`config.mk`:
```
export PLATFORM = sky130hd
export DESIGN_NAME = bus_cycle_seq
export DESIGN_NICKNAME = d
export VERILOG_FILES = /design/src/rtl/bus_seq_pkg.sv /design/src/rtl/bus_seq_fsm.sv /design/src/rtl/bus_seq_hold.sv /design/src/rtl/bus_seq_pins.sv /design/src/rtl/bus_cycle_seq.sv
export SDC_FILE = /design/constraint.sdc
export NUM_CORES = 1
export LEC_CHECK = 0
export BUFFER_PORTS_ARGS = -buffer_cell sky130_fd_sc_hd__buf_2
export CAP_MARGIN = 40
export CORE_UTILIZATION = 44
export CTS_CLUSTER_DIAMETER = 200
export CTS_CLUSTER_SIZE = 14
export DETAILED_ROUTE_END_ITERATION = 12
export PLACE_DENSITY = 0.73
export SYNTH_ARGS = -nofsm -noshare
export SYNTH_HDL_FRONTEND = slang
export SYNTH_SLANG_ARGS = --single-unit
```
`constraint.sdc`:
```
create_clock -name clk_i -period 1.8 [get_ports clk_i]
set_input_delay 0.09 -clock clk_i [delete_from_list [all_inputs] [get_ports clk_i]]
set_output_delay 0.09 -clock clk_i [all_outputs]
set_load 0.02 [all_outputs]
```
`src/rtl/bus_seq_pkg.sv`:
```
package bus_seq_pkg;
  typedef enum logic [2:0] {
    ST_IDLE = 3'd0,
    ST_T1   = 3'd1,
    ST_T2   = 3'd2,
    ST_T3   = 3'd3,
    ST_TW   = 3'd4,
    ST_T4   = 3'd5
  } bus_state_e;

  typedef struct packed {
    logic write;
    logic mem;
    logic bhe_n;
    logic a0;
  } cyc_attr_t;

  // high-byte-only is the sole case with A0 set; empty select falls back to low byte
  function automatic cyc_attr_t make_attr(logic write, logic mem, logic [1:0] be);
    cyc_attr_t a;
    a.write = write;
    a.mem   = mem;
    a.bhe_n = ~be[1];
    a.a0    = be[1] & ~be[0];
    return a;
  endfunction
endpackage

```
`src/rtl/bus_seq_fsm.sv`:
```
module bus_seq_fsm
  import bus_seq_pkg::*;
(
  input  logic       clk_i,
  input  logic       rst_ni,
  input  logic       req_valid_i,
  input  logic       ready_i,
  output logic       accept_o,
  output logic       req_ready_o,
  output logic       capture_o,
  output bus_state_e state_o
);
  bus_state_e state_q, state_d;

  assign req_ready_o = (state_q == ST_IDLE) || (state_q == ST_T4);
  assign accept_o    = req_ready_o && req_valid_i;
  assign capture_o   = ((state_q == ST_T3) || (state_q == ST_TW)) && ready_i;

  always_comb begin
    state_d = state_q;
    unique case (state_q)
      ST_IDLE: state_d = accept_o ? ST_T1 : ST_IDLE;
      ST_T1:   state_d = ST_T2;
      ST_T2:   state_d = ST_T3;
      ST_T3,
      ST_TW:   state_d = ready_i ? ST_T4 : ST_TW;
      ST_T4:   state_d = accept_o ? ST_T1 : ST_IDLE;
      default: state_d = ST_IDLE;
    endcase
  end

  always_ff @(posedge clk_i or negedge rst_ni) begin
    if (!rst_ni) state_q <= ST_IDLE;
    else         state_q <= state_d;
  end

  assign state_o = state_q;
endmodule

```
`src/rtl/bus_seq_hold.sv`:
```
module bus_seq_hold
  import bus_seq_pkg::*;
#(
  parameter int unsigned BUS_W = 16
) (
  input  logic             clk_i,
  input  logic             rst_ni,
  input  logic             accept_i,
  input  logic             capture_i,
  input  logic             write_i,
  input  logic             mem_i,
  input  logic [1:0]       be_i,
  input  logic [BUS_W-1:0] addr_i,
  input  logic [BUS_W-1:0] wdata_i,
  input  logic [BUS_W-1:0] ad_i,
  output cyc_attr_t        attr_o,
  output logic [BUS_W-1:0] addr_word_o,
  output logic [BUS_W-1:0] wdata_o,
  output logic [BUS_W-1:0] rdata_o
);
  cyc_attr_t        attr_q;
  logic [BUS_W-1:0] addr_q, wdata_q, rdata_q;

  always_ff @(posedge clk_i or negedge rst_ni) begin
    if (!rst_ni) begin
      attr_q  <= '{write: 1'b0, mem: 1'b0, bhe_n: 1'b1, a0: 1'b0};
      addr_q  <= '0;
      wdata_q <= '0;
    end else if (accept_i) begin
      attr_q  <= make_attr(write_i, mem_i, be_i);
      addr_q  <= addr_i;
      wdata_q <= wdata_i;
    end
  end

  always_ff @(posedge clk_i or negedge rst_ni) begin
    if (!rst_ni)        rdata_q <= '0;
    else if (capture_i) rdata_q <= ad_i;
  end

  assign attr_o      = attr_q;
  assign addr_word_o = {addr_q[BUS_W-1:1], attr_q.a0};
  assign wdata_o     = wdata_q;
  assign rdata_o     = rdata_q;
endmodule

```
`src/rtl/bus_seq_pins.sv`:
```
module bus_seq_pins
  import bus_seq_pkg::*;
#(
  parameter int unsigned BUS_W = 16
) (
  input  bus_state_e       state_i,
  input  cyc_attr_t        attr_i,
  input  logic [BUS_W-1:0] addr_word_i,
  input  logic [BUS_W-1:0] wdata_i,
  output logic [BUS_W-1:0] ad_o,
  output logic             ad_oe_o,
  output logic             ale_o,
  output logic             bhe_n_o,
  output logic             rd_n_o,
  output logic             wr_n_o,
  output logic             mio_o,
  output logic             done_o
);
  logic addr_ph, strobe_ph, data_ph, in_cyc;

  assign addr_ph   = (state_i == ST_T1);
  assign strobe_ph = (state_i == ST_T2) || (state_i == ST_T3) || (state_i == ST_TW);
  assign data_ph   = strobe_ph || (state_i == ST_T4);
  assign in_cyc    = addr_ph || data_ph;

  always_comb begin
    if (addr_ph)                      ad_o = addr_word_i;
    else if (data_ph && attr_i.write) ad_o = wdata_i;
    else                              ad_o = '0;
  end

  assign ad_oe_o = addr_ph || (data_ph && attr_i.write);
  assign ale_o   = addr_ph;
  assign bhe_n_o = in_cyc ? attr_i.bhe_n : 1'b1;
  assign mio_o   = in_cyc && attr_i.mem;
  assign rd_n_o  = !(strobe_ph && !attr_i.write);
  assign wr_n_o  = !(strobe_ph && attr_i.write);
  assign done_o  = (state_i == ST_T4);
endmodule

```
`src/rtl/bus_cycle_seq.sv`:
```
module bus_cycle_seq
  import bus_seq_pkg::*;
#(
  parameter int unsigned BUS_W = 16
) (
  input  logic             clk_i,
  input  logic             rst_ni,
  input  logic             req_valid_i,
  output logic             req_ready_o,
  input  logic             req_write_i,
  input  logic             req_mem_i,
  input  logic [1:0]       req_be_i,
  input  logic [BUS_W-1:0] req_addr_i,
  input  logic [BUS_W-1:0] req_wdata_i,
  input  logic             ready_i,
  input  logic [BUS_W-1:0] ad_i,
  output logic [BUS_W-1:0] ad_o,
  output logic             ad_oe_o,
  output logic             ale_o,
  output logic             bhe_n_o,
  output logic             rd_n_o,
  output logic             wr_n_o,
  output logic             mio_o,
  output logic             done_o,
  output logic [BUS_W-1:0] rdata_o
);
  bus_state_e       state;
  cyc_attr_t        attr;
  logic             accept, capture;
  logic [BUS_W-1:0] addr_word, wdata;

  bus_seq_fsm u_fsm (
    .clk_i       (clk_i),
    .rst_ni      (rst_ni),
    .req_valid_i (req_valid_i),
    .ready_i     (ready_i),
    .accept_o    (accept),
    .req_ready_o (req_ready_o),
    .capture_o   (capture),
    .state_o     (state)
  );

  bus_seq_hold #(.BUS_W(BUS_W)) u_hold (
    .clk_i       (clk_i),
    .rst_ni      (rst_ni),
    .accept_i    (accept),
    .capture_i   (capture),
    .write_i     (req_write_i),
    .mem_i       (req_mem_i),
    .be_i        (req_be_i),
    .addr_i      (req_addr_i),
    .wdata_i     (req_wdata_i),
    .ad_i        (ad_i),
    .attr_o      (attr),
    .addr_word_o (addr_word),
    .wdata_o     (wdata),
    .rdata_o     (rdata_o)
  );

  bus_seq_pins #(.BUS_W(BUS_W)) u_pins (
    .state_i     (state),
    .attr_i      (attr),
    .addr_word_i (addr_word),
    .wdata_i     (wdata),
    .ad_o        (ad_o),
    .ad_oe_o     (ad_oe_o),
    .ale_o       (ale_o),
    .bhe_n_o     (bhe_n_o),
    .rd_n_o      (rd_n_o),
    .wr_n_o      (wr_n_o),
    .mio_o       (mio_o),
    .done_o      (done_o)
  );
endmodule

```
# [Word-level counts from Yosys, hierarchy flattened]
# Index checks and enable logic that the tools add are counted.
[totals] regBits=55 inputBits=56 output_inout_bits=40 wordCells=41
[classes] eq_ne=5 n_mux=6 bitwise=3 n_reduce_logical=19
[op_table] operator="$mux 16" count=2
[op_table] operator="$pmux 3 s4" count=1
[op_table] operator="$logic_or 1x1->1" count=7
[op_table] operator="$eq 3x2->1 const B" count=2
[op_table] operator="$eq 3x3->1 const B" count=2
[op_table] operator="$logic_and 1x1->1" count=6
[op_table] operator="$reduce_or 2->1" count=2
[op_table] operator="$eq 3x1->1 const B" count=1
[op_table] operator="$logic_not 1->1" count=3
[op_table] operator="$logic_not 3->1" count=1
[op_table] operator="$mux 1" count=3
[op_table] operator="$not 1->1" count=2
[op_table] operator="$and 1x1->1" count=1

# [Depth between registers and ports, before layout]
# Gate-level depths: netlist of run 1.
[depth] word_depth=7 mapped_depth=7 ltp_nobuf=5

# [Hierarchy]
# A second synthesis of run 1 with hierarchy kept.
[unflattened] cells_unflattened=225 area_unflattened_um2=3016.6
[by_module_without_submodules] module="bus_seq_hold" instances=1 cells_per_inst=112 area_per_inst_um2=2097.0 seq_area_each_um2=1277.5
[by_module_without_submodules] module="bus_seq_pins" instances=1 cells_per_inst=94 area_per_inst_um2=748.2 seq_area_each_um2=0.0
[by_module_without_submodules] module="bus_seq_fsm" instances=1 cells_per_inst=19 area_per_inst_um2=171.4 seq_area_each_um2=75.1

# [Worst setup path before layout of run 1]
# Ideal clock, no wire load.
[synth_timing] path_kind="register to output" startpoint="register u_fsm.state_q[2], in the netlist u_fsm.state_o[2]" endpoint="output ad_o[10]" arrival_ns=1.680 required_time_ns=1.710 path_slack_ns=0.030 stages_incl_launch_ff=8 path_buffers=2 cell_sequence="dfrtp_1 > inv_1 > ha_1 > nor2b_1 > buf_1 > clkbuf_1 > nand3_1 > nand2_1"
[synth_via] elab_chain_len=7 word_cells_on_any_way=11 cone_classes="5 x eq/ne; 2 x mux; 4 x reduce/logical"
[synth_lines] element="start: declaration" line_no="bus_seq_fsm.sv:13" text="bus_state_e state_q, state_d;"
[synth_lines] element="start signal: assignment" line_no="bus_seq_fsm.sv:34" text="else state_q <= state_d;"
[synth_lines] element="$eq 3x2->1" line_no="bus_seq_pins.sv:22" text="assign strobe_ph = (state_i == ST_T2) || (state_i == ST_T3) || (state_i == ST_TW);"
[synth_lines] element="$logic_or 1x1->1 (2 in a row)" line_no="bus_seq_pins.sv:22"
[synth_lines] element="$logic_or 1x1->1" line_no="bus_seq_pins.sv:23" text="assign data_ph = strobe_ph || (state_i == ST_T4);"
[synth_lines] element="$logic_and 1x1->1" line_no="bus_seq_pins.sv:28" text="else if (data_ph && attr_i.write) ad_o = wdata_i;"
[synth_lines] element="$mux 16" line_no="bus_seq_pins.sv:28"
[synth_lines] element="$mux 16 *" line_no="bus_seq_pins.sv:27" text="if (addr_ph) ad_o = addr_word_i;"
[synth_lines] element="end: declaration" line_no="bus_cycle_seq.sv:17" text="output logic [BUS_W-1:0] ad_o,"
# Every way passes the cells marked *; elsewhere a longest branch is shown, timed or not.

# [Final worst setup path of run 1]
[layout_timing] startpoint="register u_fsm.state_q[1], in the netlist u_fsm.state_o[1]" endpoint="output mio_o"
[layout_via] elab_chain_len=6 word_cells_on_any_way=10 cone_classes="5 x eq/ne; 5 x reduce/logical"
[layout_lines] element="$eq 3x2->1" line_no="bus_seq_pins.sv:22"
[layout_lines] element="$logic_or 1x1->1 (2 in a row)" line_no="bus_seq_pins.sv:22"
[layout_lines] element="$logic_or 1x1->1" line_no="bus_seq_pins.sv:23"
[layout_lines] element="$logic_or 1x1->1 *" line_no="bus_seq_pins.sv:24" text="assign in_cyc = addr_ph || data_ph;"
[layout_lines] element="$logic_and 1x1->1 *" line_no="bus_seq_pins.sv:35" text="assign mio_o = in_cyc && attr_i.mem;"
[layout_lines] element="end: declaration" line_no="bus_cycle_seq.sv:23" text="output logic mio_o,"
# Marked as above.

==> results of run 1 <==
## sequential cells by signal (all words and copies together) (netlist names)
signal	cells
u_hold.rdata_o	16
u_hold.wdata_o	16
u_hold.addr_q	15
u_fsm.state_o	3
u_hold.attr_o	3
u_hold.addr_word_o	1
## cells in the mapped netlist (3+ instances only)
cell type / instances / area (µm²)
o21ai_0: 3 / 15.0
nand3_1: 16 / 80.1
dfrtp_1: 53 / 1330
nor2_1: 3 / 11.3
mux2_2: 48 / 541
nand2_1: 34 / 128
buf_6: 5 / 56.3
## worst max path at each step
| stage | cells past startpoint | startpoint | slack, ns | to |
|---|---|---|---|---|
| 2_1_floorplan | 7 | u_fsm.state_o[2] | 0.03 | ad_o[10] |
| 3_3_place_gp | 5 | u_fsm.state_o[1] | 0.15 | ad_o[12] |
| 3_5_place_dp | 5 | u_fsm.state_o[1] | 0.14 | u_hold.rdata_o[8] |
| 4_1_cts | 5 | u_fsm.state_o[1] | -0.02 | ad_o[6] |
| 5_1_grt | 7 | u_fsm.state_o[1] | -0.09 | u_hold.rdata_o[8] |
| 6_report | 5 | u_fsm.state_o[1] | 0.004 | mio_o |
## area by class of cell
cell class | instances | area (µm²) | share of cell area [%]
multi-input cells | 126 | 1080 | 31.3
well taps | 70 | 87.6 | 2.54
flip-flops and latches | 54 | 1360 | 39.3
clock buffers | 5 | 68.8 | 1.99
clock inverters | 3 | 21.3 | 0.617
inverters | 3 | 18.8 | 0.544
repair buffers | 118 | 818 | 23.7
## metrics by stage
stage	power, µW	setup slack, ns	utilization, %
5_1_grt	7160	-0.0856	65.9
6_report	6720	0.00382	65.9
2_1_floorplan	4440	0.0300	-
4_1_cts	6320	-0.0193	61.8
3_3_place_gp	5350	0.153	58.1
3_5_place_dp	5450	0.140	58.1
## metal layers
| layer | part of all wire, % | wire (µm) | track usage (%) |
|---|---|---|---|
| met4 | 0.70 | 37 | 4.04 |
| met3 | 5.3 | 281 | 5.51 |
| met2 | 53 | 2810 | 32.3 |
| met1 | 41 | 2180 | 21.1 |
| met5 | 0 | 0 | 0 |
## timing repair
| action | in CTS | in global routing |
|---|---|---|
| pin swaps | 2 | 13 |
| endpoints found under the hold margin | 19 | 5 |
| cloned | 0 | 1 |
| buffers inserted | 2 | 2 |
| gates resized for setup | 14 | 42 |
| endpoints found under the setup margin | 20 | 36 |
| hold buffers | 4 | 5 |
## worst max-delay path, cell delays in order, from the launching register on
cell and delay (ns):
dfrtp_2 0.46, or3b_4 0.47, buf_6 0.17, nand2_4 0.06, and2_4 0.13, buf_6 0.10
## cell families after synthesis
logic type	synth area share, %
simple gates	12.9
flops	55.4
mux	23.9
buf+inv	3.94
compound gates	2.20
xor+xnor	0.717
fa+ha+maj	1.02
## power groups by stage
stage / sequential (µW) / clock [µW] / combinational, µW
2_1_floorplan: 2340 / 0 / 2100
3_3_place_gp: 2160 / 0 / 3190
3_5_place_dp: 2200 / 0 / 3250
4_1_cts: 2180 / 697 / 3450
5_1_grt: 2290 / 749 / 4120
6_report: 2200 / 670 / 3850
==> metrics.md, run 1 <==
| Metric | Value |
|---|---|
| Placed inst area | between 3000 and 4000 µm² |
| Highest attainable clock frequency | between 500 and 600 MHz |
| Outcome | completed |
| Initial cell density of the core | 46.7% |
| Most common flop cell mapped by yosys | dfrtp_1 |
| Internal Dissipation | just over 4000 µW |
| Async set-reset flop share out of synthesis | between 90% and 100% |
| Area added between synthesis and finish | 41.2% |
| Total non-filler cell area in the finished layout | roughly 3400 µm² |
| Count of cells along the worst register-to-register path | 7 |
| Buffer depth of the longest clock path | 2 |
| Share of post-route cells with drive strength above 1 | approximately 62% |
| EDFF count, synth | 0 |
| Endpoint of the worst hold-timing path | u_hold.wdata_o[14] |
| Boundary Pins | 96 |
| Congestion Overflow GR | 0 |
| Wire length of the first global-routing pass | approximately 8.3 mm |
| Number of inserted diodes | 0 |
| Remaining antenna violation count after routing | 0 |
| CTS sink count | 54 |
| TritonCTS buffer count | 5 |
| Critical path start-end classification | register to output pin |
| DP Wirelength | about 3.6 mm |
| Worst slew margin relative to its limit | a little under three quarters |
| Die extent in x | around 77 µm |
| Number of synthesized register bits | between 50 and 60 |
| Biggest fanout along the worst timing path | 6 |
| Final clock skew | between 0.006 and 0.007 ns |
| Nets | about 370 |
| Buffers on Ports | 94 |
| Worst hold stages | 2 |
| Largest net degree at the start of global routing | 36 |
| Cell at the root of the clock tree | clkbuf_8 |
| DR pass1 iterations | 4 |
| Post-placement cell count | 357 |
| Setup total negative slack | 0 ns |
| Total leakage power | approximately 0.0017 µW |
| Unrepaired setup endpoints after global routing | yes |
| Detailed Route WL | roughly 5.3 mm |
| Reg-to-reg endpoint | u_hold.rdata_o[3] |
| Post-route clock period utilization | 99.8% |
| Average footprint of a synthesized cell | about 13 µm² |
| Switching part of the total | 40.0% |
| Worst slack on hold paths | 0.0100 ns |
| Gate count of the mapped netlist | between 150 and 200 |
| Die Area | ~6000 µm² |
| Number of antenna violations at the first check in global routing | 0 |
| Kind of capture point of the worst setup path | output pin |
| Switching pwr | approximately 2700 µW |
| Global routing usage summed across all routing layers | a little under a fifth |
| Warnings, synthesis | 0 |
| Part of the power in the clock network | between 10% and 20% |
| First DRT Iteration DRCs | 89 |
| Wirelength per Cell | 14.0 µm |
| Sequential fraction of the synthesis area | a little under three fifths |
| Pwr per Cell Area | a little under 2000 nW/µm² |
| Required time of the critical path | ~1.7 ns |
| # setup viols final | 0 |
| Hold violation count in the final report | 0 |
| Overall die height | between 70 and 80 µm |
| Critical Path AT | approximately 1.7 ns |
| Sequential cell fraction of total power | between 30% and 40% |
| Clock-pin slew on the worst setup and hold paths | 0.10 ns |
| Register-to-register path setup slack | 0.02 ns |
| Number of distinct standard cells referenced by the synthesized netlist | 30 |
| Ratio of routed vias to standard cells | 4.86 |
| Filler cell count in the final layout | roughly 440 |
| Gpl congestion | 0.783 |
| Max-capacitance violation count | 0 |
| Proportion of power drawn by combinational gates | a little under three fifths |
| Worst IR Drop VDD | a little over 1000 µV |
| Final critical path time including I/O delays and setup | 1.80 ns |
| Hold wc startpoint | req_wdata_i[14] |
| Class of the tightest hold or removal check | input port to register |
| Via count of the routed design | approximately 1800 |
| Worst reg2reg startpoint | u_fsm.state_o[1] |
| Site row count | 26 |
| Post-Synthesis Cell Area | between 2000 and 2500 µm² |
| Placeable core region | roughly 5200 µm² |
| Vias in the first global route | between 1500 and 2000 |
| Htree depth | 2 |
| Synthesized net count | around 250 |
| Remaining DRCs | 0 |
| Slew @ Worst Pin | ~0.43 ns |
| CTS tree | yes |
| Non-filler cells in the finished layout | between 300 and 400 |
| Launching element type of the critical path | register |
| Skew-Pair Late Insertion Delay | ~0.30 ns |
| Top library cells by usage in the layout, fill and taps aside | buf_2, dfrtp_1, mux2_2 |
| Max-slew violation total from the final report | 0 |
| Most frequent standard cell in the layout excluding fill and tap cells | buf_2 |
Note: power is estimated with default switching activity, not from simulation.
==> inputs of run 2 (changes only) <==
--- a/config.mk
+++ b/config.mk
@@ -7,8 +7,8 @@
 export LEC_CHECK = 0
 export BUFFER_PORTS_ARGS = -buffer_cell sky130_fd_sc_hd__buf_2
 export CAP_MARGIN = 40
+export CORE_ASPECT_RATIO = 0.5
 export CORE_UTILIZATION = 44
-export CTS_CLUSTER_DIAMETER = 200
 export CTS_CLUSTER_SIZE = 14
 export DETAILED_ROUTE_END_ITERATION = 12
 export PLACE_DENSITY = 0.73
==> run 2 against run 1 <==
  * Hold slack worse by 0.00079 ns
  * Clock skew grew 0.0037 ns
  * Register-to-register slack about the same
  * Largest power group unchanged
  * Design area decreased by 2.7%
  * Critical path type is now register to register
  * Cell count down 0.79%
  * Clock power shrank 2%
==> metrics.md, run 2 (synthesis results as in run 1) <==
| Metric | Value |
|---|---|
| Seq. cell area | 1360 µm² (unchanged) |
| Site row count | 18 (was 26) |
| Congestion Overflow GR | 0 (unchanged) |
| Global routing usage summed across all routing layers | 18.3% (was 18.1%) |
| Register-to-register path setup slack | 0.008 ns (was 0.02 ns) |
| Class of the tightest hold or removal check | input port to register (unchanged) |
| Cell at the root of the clock tree | clkbuf_8 (unchanged) |
| Critical path start-end classification | register to register (was register to output pin) |
| Worst slew margin relative to its limit | 60.6% (was 71.2%) |
| Max-capacitance violation count | 0 (unchanged) |
| Filler cell count in the final layout | 397 (was 439) |
| Number of antenna violations at the first check in global routing | 0 (unchanged) |
| Proportion of power drawn by combinational gates | 57.4% (was 57.3%) |
| Wirelength per Cell | 15.2 µm (was 14.0 µm) |
| Remaining antenna violation count after routing | 0 (unchanged) |
| Largest net degree at the start of global routing | 36 (unchanged) |
| Worst slack on hold paths | 0.00924 ns (was 0.0100 ns) |
| Critical Path AT | 1.98 ns (was 1.71 ns) |
| Final critical path time including I/O delays and setup | 1.79 ns (was 1.80 ns) |
| Detailed Route WL | 5.73 mm (was 5.32 mm) |
| Die Area | 5870 µm² (was 5860 µm²) |
| CTS sink count | 54 (unchanged) |
| Worst hold stages | 2 (unchanged) |
| Unrepaired setup endpoints after global routing | yes (unchanged) |
| DR pass1 iterations | 4 (unchanged) |
| Die extent in x | 107 µm (was 76.5 µm) |
| Buffers on Ports | 94 (unchanged) |
| Vias in the first global route | 1768 (was 1881) |
| Slew @ Worst Pin | 0.590 ns (was 0.432 ns) |
| Area added between synthesis and finish | 37.4% (was 41.2%) |
| Launching element type of the critical path | register (unchanged) |
| Required time of the critical path | 1.99 ns (was 1.71 ns) |
| Top library cells by usage in the layout, fill and taps aside | buf_2, dfrtp_1, mux2_2 (unchanged) |
| Remaining DRCs | 0 (unchanged) |
| DP Wirelength | 3.81 mm (was 3.64 mm) |
| CTS tree | yes (unchanged) |
| Final clock skew | 0.00971 ns (was 0.00603 ns) |
| Hold wc startpoint | req_wdata_i[11] (was req_wdata_i[14]) |
| Max-slew violation total from the final report | 0 (unchanged) |
| Outcome | completed (unchanged) |
| Endpoint of the worst hold-timing path | u_hold.wdata_o[11] (was u_hold.wdata_o[14]) |
| First DRT Iteration DRCs | 63 (was 89) |
| Nets | 363 (was 366) |
| TritonCTS buffer count | 5 (unchanged) |
| Setup total negative slack | 0 ns (unchanged) |
| Sequential cell fraction of total power | 32.7% (was 32.8%) |
| Part of the power in the clock network | 9.9% (was 10.0%) |
| # setup viols final | 0 (unchanged) |
| Highest attainable clock frequency | 558 MHz (was 557 MHz) |
| Finished Core Util | 65.4% (was 65.9%) |
| Pwr per Cell Area | 1980 nW/µm² (was 1950 nW/µm²) |
| Via count of the routed design | 1891 (was 1842) |
| Clock-pin slew on the worst setup and hold paths | 0.10 ns (about the same) |
| Hold violation count in the final report | 0 (unchanged) |
| Count of cells along the worst register-to-register path | 6 (was 7) |
| Ratio of routed vias to standard cells | 5.03 (was 4.86) |
| Internal Dissipation | 4000 µW (was 4030 µW) |
| Footprint of the multi-input gates | 1020 µm² (was 1080 µm²) |
| Post-route clock period utilization | 99.6% (was 99.8%) |
| Switching pwr | 2660 µW (was 2690 µW) |
| Buffer depth of the longest clock path | 2 (unchanged) |
| Skew-Pair Late Insertion Delay | 0.30 ns (about the same) |
| Boundary Pins | 96 (unchanged) |
| Kind of capture point of the worst setup path | register (was output pin) |
| Gpl congestion | 0.759 (was 0.783) |
| Number of inserted diodes | 0 (unchanged) |
| Most frequent standard cell in the layout excluding fill and tap cells | buf_2 (unchanged) |
| Overall die height | 54.7 µm (was 76.5 µm) |
| Placeable core region | 5130 µm² (was 5240 µm²) |
| Wire length of the first global-routing pass | 7.96 mm (was 8.34 mm) |
| Switching part of the total | 40.0% (about the same) |
| Worst reg2reg startpoint | u_fsm.state_o[2] (was u_fsm.state_o[1]) |
| Biggest fanout along the worst timing path | 17 (was 6) |
| Share of post-route cells with drive strength above 1 | 58.5% (was 62.5%) |
| Initial cell density of the core | 47.6% (was 46.7%) |
| Total leakage power | 0.00167 µW (about the same) |
| Reg-to-reg endpoint | u_hold.wdata_o[3] (was u_hold.rdata_o[3]) |
| Worst IR Drop VDD | 943 µV (was 1040 µV) |
| Htree depth | 2 (unchanged) |
-- run 2: layer usage --
metal  GRT usage (%)  vias to the layer above  wire, µm
met5               0                        -         0
met4            4.79                        0        34
met3            3.93                        4       247
met2            35.1                       52      3090
met1            21.7                      947      2360
li1                -                      888         -
-- run 2: how the worst max path moves through the flow --
| stage | from | endpoint | slack (ns) | cells past startpoint |
|---|---|---|---|---|
| detailed placement | u_fsm.state_o[1] | ad_o[13] | 0.06 | 5 |
| global route | u_fsm.state_o[2] | u_hold.wdata_o[3] | -0.06 | 6 |
| global placement | u_fsm.state_o[1] | ad_o[13] | 0.09 | 5 |
| CTS | u_fsm.state_o[2] | ad_oe_o | 0.01 | 6 |
| floorplan | u_fsm.state_o[2] | ad_o[10] | 0.03 | 7 |
| finish | u_fsm.state_o[2] | u_hold.wdata_o[3] | 0.008 | 6 |
-- run 2: layout make-up --
| class | count | area share (%) |
|---|---|---|
| tap | 70 | 2.61 |
| sequential | 54 | 40.4 |
| clock inverter | 2 | 0.410 |
| clock buffer | 6 | 2.16 |
| inverter | 3 | 0.559 |
| timing repair buffer | 115 | 23.6 |
| multi-input combinational | 126 | 30.3 |
-- run 2: critical path: stages (launching register included) --
cell       delay, ns
dfrtp_1         0.42
buf_4           0.16
xor2_1          0.19
nor3b_4         0.23
buf_6           0.16
clkbuf_16       0.19
mux2_2          0.34
-- run 2: stage by stage --
step | instance area (µm²) | setup WS, ns | power, µW | std cells
4_1_cts | 3190 | 0.0116 | 6260 | 369
3_5_place_dp | 3010 | 0.0572 | 5410 | 355
5_1_grt | 3360 | -0.0598 | 7070 | 376
3_3_place_gp | 3010 | 0.0877 | 5270 | 355
6_report | 3360 | 0.00765 | 6660 | 376
2_1_floorplan | 2440 | 0.0300 | 4440 | 194
-- run 2: what timing repair did --
action                     4_1_cts  5_1_grt
pin swaps                        0        3
gates resized for setup         12       26
setup buffers                    2        3
gates cloned                     1        3
setup endpoints to repair       19       26
hold buffers                     3        1
hold endpoints to repair        26        1
-- run 2: power groups by stage --
stage               clock network, µW  logic (µW)  registers, µW
CTS                               679        3400           2180
global placement                    0        3100           2170
finish                            657        3820           2180
detailed placement                  0        3200           2220
floorplan                           0        2100           2340
global route                      731        4080           2260
==> inputs of run 3 (changes only) <==
==> constraint.sdc (replaced) <==
create_clock -name clk_i -period 2.2 [get_ports clk_i]
set_input_delay 0.11 -clock clk_i [delete_from_list [all_inputs] [get_ports clk_i]]
set_output_delay 0.11 -clock clk_i [all_outputs]
set_load 0.02 [all_outputs]
==> run 3 against run 2 <==
  * Via count decreased by 6.2%
  * Cell count decreased by 3.7%
  * Sequential share of layout area increased by 3.3 points
  * Largest power group unchanged
  * Highest routed layer unchanged
==> metrics.md, run 3 (synthesis results as in run 1) <==
| Metric | Value |
|---|---|
| Buffers on Ports | 94 (unchanged) |
| Die extent in x | 107 µm (unchanged) |
| Critical path's top delay family | flip-flops (was buffers and inverters) |
| Congestion Overflow GR | 0 (unchanged) |
| Remaining DRCs | 0 (unchanged) |
| Switching pwr | 2010 µW (was 2660 µW) |
| Kind of capture point of the worst setup path | output pin (was register) |
| Pwr per Cell Area | 1600 nW/µm² (was 1980 nW/µm²) |
| Number of antenna violations at the first check in global routing | 0 (unchanged) |
| Via count of the routed design | 1774 (was 1891) |
| Required time of the critical path | 2.09 ns (was 1.99 ns) |
| Total leakage power | 0.00156 µW (was 0.00167 µW) |
| Detailed Route WL | 4.97 mm (was 5.73 mm) |
| Largest net degree at the start of global routing | 36 (unchanged) |
| Total non-filler cell area in the finished layout | 3100 µm² (was 3360 µm²) |
| Clock-pin slew on the worst setup and hold paths | 0.10 ns (about the same) |
| Critical path buffer and inverter count | 3 (unchanged) |
| Placeable core region | 5130 µm² (unchanged) |
| Vias in the first global route | 1762 (was 1768) |
| Crit-path slowest cell | dfrtp_1 (unchanged) |
| Remaining antenna violation count after routing | 0 (unchanged) |
| Ratio of routed vias to standard cells | 4.90 (was 5.03) |
| Outcome | completed (unchanged) |
| Highest cell delay on the worst timing path | 0.51 ns (was 0.42 ns) |
| Count of cells along the worst register-to-register path | 3 (was 6) |
| Worst IR Drop VDD | 706 µV (was 943 µV) |
| Final critical path time including I/O delays and setup | 2.04 ns |
| Wire length of the first global-routing pass | 7.62 mm (was 7.96 mm) |
| First DRT Iteration DRCs | 38 (was 63) |
| Highest attainable clock frequency | about 490 MHz |
| Worst slew margin relative to its limit | 64.4% (was 60.6%) |
| Buffer depth of the longest clock path | 2 (unchanged) |
| Endpoint of the worst hold-timing path | u_hold.wdata_o[5] (was u_hold.wdata_o[11]) |
| Buffers inserted during post-CTS setup optimization | 0 (was 2) |
| Hold violation count in the final report | 0 (unchanged) |
| Finished Core Util | 60.4% (was 65.4%) |
| Critical path start-end classification | register to output pin (was register to register) |
| Internal Dissipation | 2960 µW (was 4000 µW) |
| Skew-Pair Late Insertion Delay | 0.30 ns (about the same) |
| Boundary Pins | 96 (unchanged) |
| Area added between synthesis and finish | 26.9% (was 37.4%) |
| Site row count | 18 (unchanged) |
| Worst-path cell chain | inv_1 > ha_1 > nor2b_1 > buf_4 > nand3_1 > nand2_1 > buf_2 (was buf_4 > xor2_1 > nor3b_4 > buf_6 > clkbuf_16 > mux2_2) |
| Max-slew violation total from the final report | 0 (unchanged) |
| Cell at the root of the clock tree | clkbuf_8 (unchanged) |
| Gpl congestion | 0.746 (was 0.759) |
| Switching part of the total | 40.4% (was 40.0%) |
| Part of the power in the clock network | 13.2% (was 9.9%) |
| Most frequent standard cell in the layout excluding fill and tap cells | buf_2 (unchanged) |
| Overall die height | 54.7 µm (unchanged) |
| Unrepaired setup endpoints after global routing | no (was yes) |
| Proportion of power drawn by combinational gates | 50.2% (was 57.4%) |
| Biggest fanout along the worst timing path | 17 (unchanged) |
| # setup viols final | 0 (unchanged) |
| Placed inst area | 2970 µm² (was 3010 µm²) |
| Launching element type of the critical path | register (unchanged) |
| Class of the tightest hold or removal check | input port to register (unchanged) |
| Overall power after layout | 4970 µW (was 6660 µW) |
| Global routing usage summed across all routing layers | 17.2% (was 18.3%) |
| DR pass1 iterations | 4 (unchanged) |
| Hold wc startpoint | req_wdata_i[5] (was req_wdata_i[11]) |
| Max-capacitance violation count | 0 (unchanged) |
| Critical Path AT | 1.93 ns (was 1.98 ns) |
| Nets | 349 (was 363) |
| Worst reg2reg startpoint | u_fsm.state_o[1] (was u_fsm.state_o[2]) |
| Reg-to-reg endpoint | u_hold.rdata_o[7] (was u_hold.wdata_o[3]) |
| TritonCTS buffer count | 5 (unchanged) |
| Number of inserted diodes | 0 (unchanged) |
| Final clock skew | 0.00632 ns (was 0.00971 ns) |
| CTS tree | yes (unchanged) |
| Top library cells by usage in the layout, fill and taps aside | buf_2, dfrtp_1, mux2_2 (unchanged) |
| Die Area | 5870 µm² (unchanged) |
| Share of post-route cells with drive strength above 1 | 55.8% (was 58.5%) |
| DP Wirelength | 3.66 mm (was 3.81 mm) |
| Post-route clock period utilization | 92.8% |
| Worst hold stages | 2 (unchanged) |
| CTS sink count | 54 (unchanged) |
| Register-to-register path setup slack | 0.47 ns (was 0.008 ns) |
| Slew @ Worst Pin | 0.533 ns (was 0.590 ns) |
| Wirelength per Cell | 13.7 µm (was 15.2 µm) |
| Htree depth | 2 (unchanged) |
| Initial cell density of the core | 47.6% (unchanged) |
| Setup total negative slack | 0 ns (unchanged) |
| Sequential cell fraction of total power | 36.5% (was 32.7%) |
[run 3: cell types whose count changed in the layout (fill, tap and decap cells not counted), sizes merged]
| cell | before | now |
|---|---|---|
| clkbuf | 8 | 5 |
| buf | 109 | 99 |
| dlygate4sd3 | 4 | 2 |
| inv | 3 | 4 |
| bufinv | 0 | 1 |
| clkinv | 2 | 1 |
[run 3: cell type report]
| type | count | area, µm² |
|---|---|---|
| well taps | 70 | 87.6 |
| repair buffers | 101 | 541 |
| inverters | 3 | 11.3 |
| fillers | 413 | 2030 |
| clock inverters | 3 | 43.8 |
| clock buffers | 5 | 68.8 |
| multi-input cells | 126 | 995 |
| flip-flops and latches | 54 | 1350 |
[run 3: worst max-delay path by stage]
stage / cells past startpoint / to / from / slack [ns]
after CTS: 6 / ad_o[9] / u_fsm.state_o[1] / 0.07
after detailed placement: 3 / u_hold.rdata_o[1] / u_fsm.state_o[1] / 0.38
final: 7 / ad_o[9] / u_fsm.state_o[2] / 0.16
after global routing: 7 / ad_o[9] / u_fsm.state_o[2] / 0.02
after floorplan: 7 / ad_o[10] / u_fsm.state_o[2] / 0.41
after global placement: 3 / u_hold.rdata_o[12] / u_fsm.state_o[1] / 0.44
[run 3: worst reg2reg max path: stages (launching register included)]
cell and delay (ns):
dfrtp_2 0.51, and3b_1 0.26, o21ai_4 0.44, mux2_2 0.41
[run 3: through the flow]
| stage | instances | setup WS [ns] | hold slack [ns] |
|---|---|---|---|
| after CTS | 362 | 0.0666 | 0.00602 |
| final | 362 | 0.158 | 0.0150 |
| after floorplan | 194 | 0.410 | -0.186 |
| after global routing | 362 | 0.0235 | 0.00539 |
| after global placement | 352 | 0.443 | 0.106 |
| after detailed placement | 352 | 0.382 | 0.112 |
[run 3: per-layer routing]
metal  track usage [%]  vias up  wire length, µm
met5                 0        -                0
met4              4.11        0               19
met3              4.52        2              245
met2              32.9       41             2630
met1              20.1      878             2080
li1                  -      853                -
[run 3: timing repair]
item                                    CTS  global route
endpoints found under the setup margin    0            15
hold endpoints to repair                 21             0
resized for setup                         0             1
hold buffers                              2             0
[run 3: power groups by stage]
stage / Clock, µW / Combinational (µW) / Sequential [µW]
6_report: 658 / 2500 / 1820
5_1_grt: 721 / 2710 / 1890
4_1_cts: 689 / 2530 / 1820
3_5_place_dp: 0 / 2520 / 1840
3_3_place_gp: 0 / 2450 / 1800
2_1_floorplan: 0 / 1720 / 1920
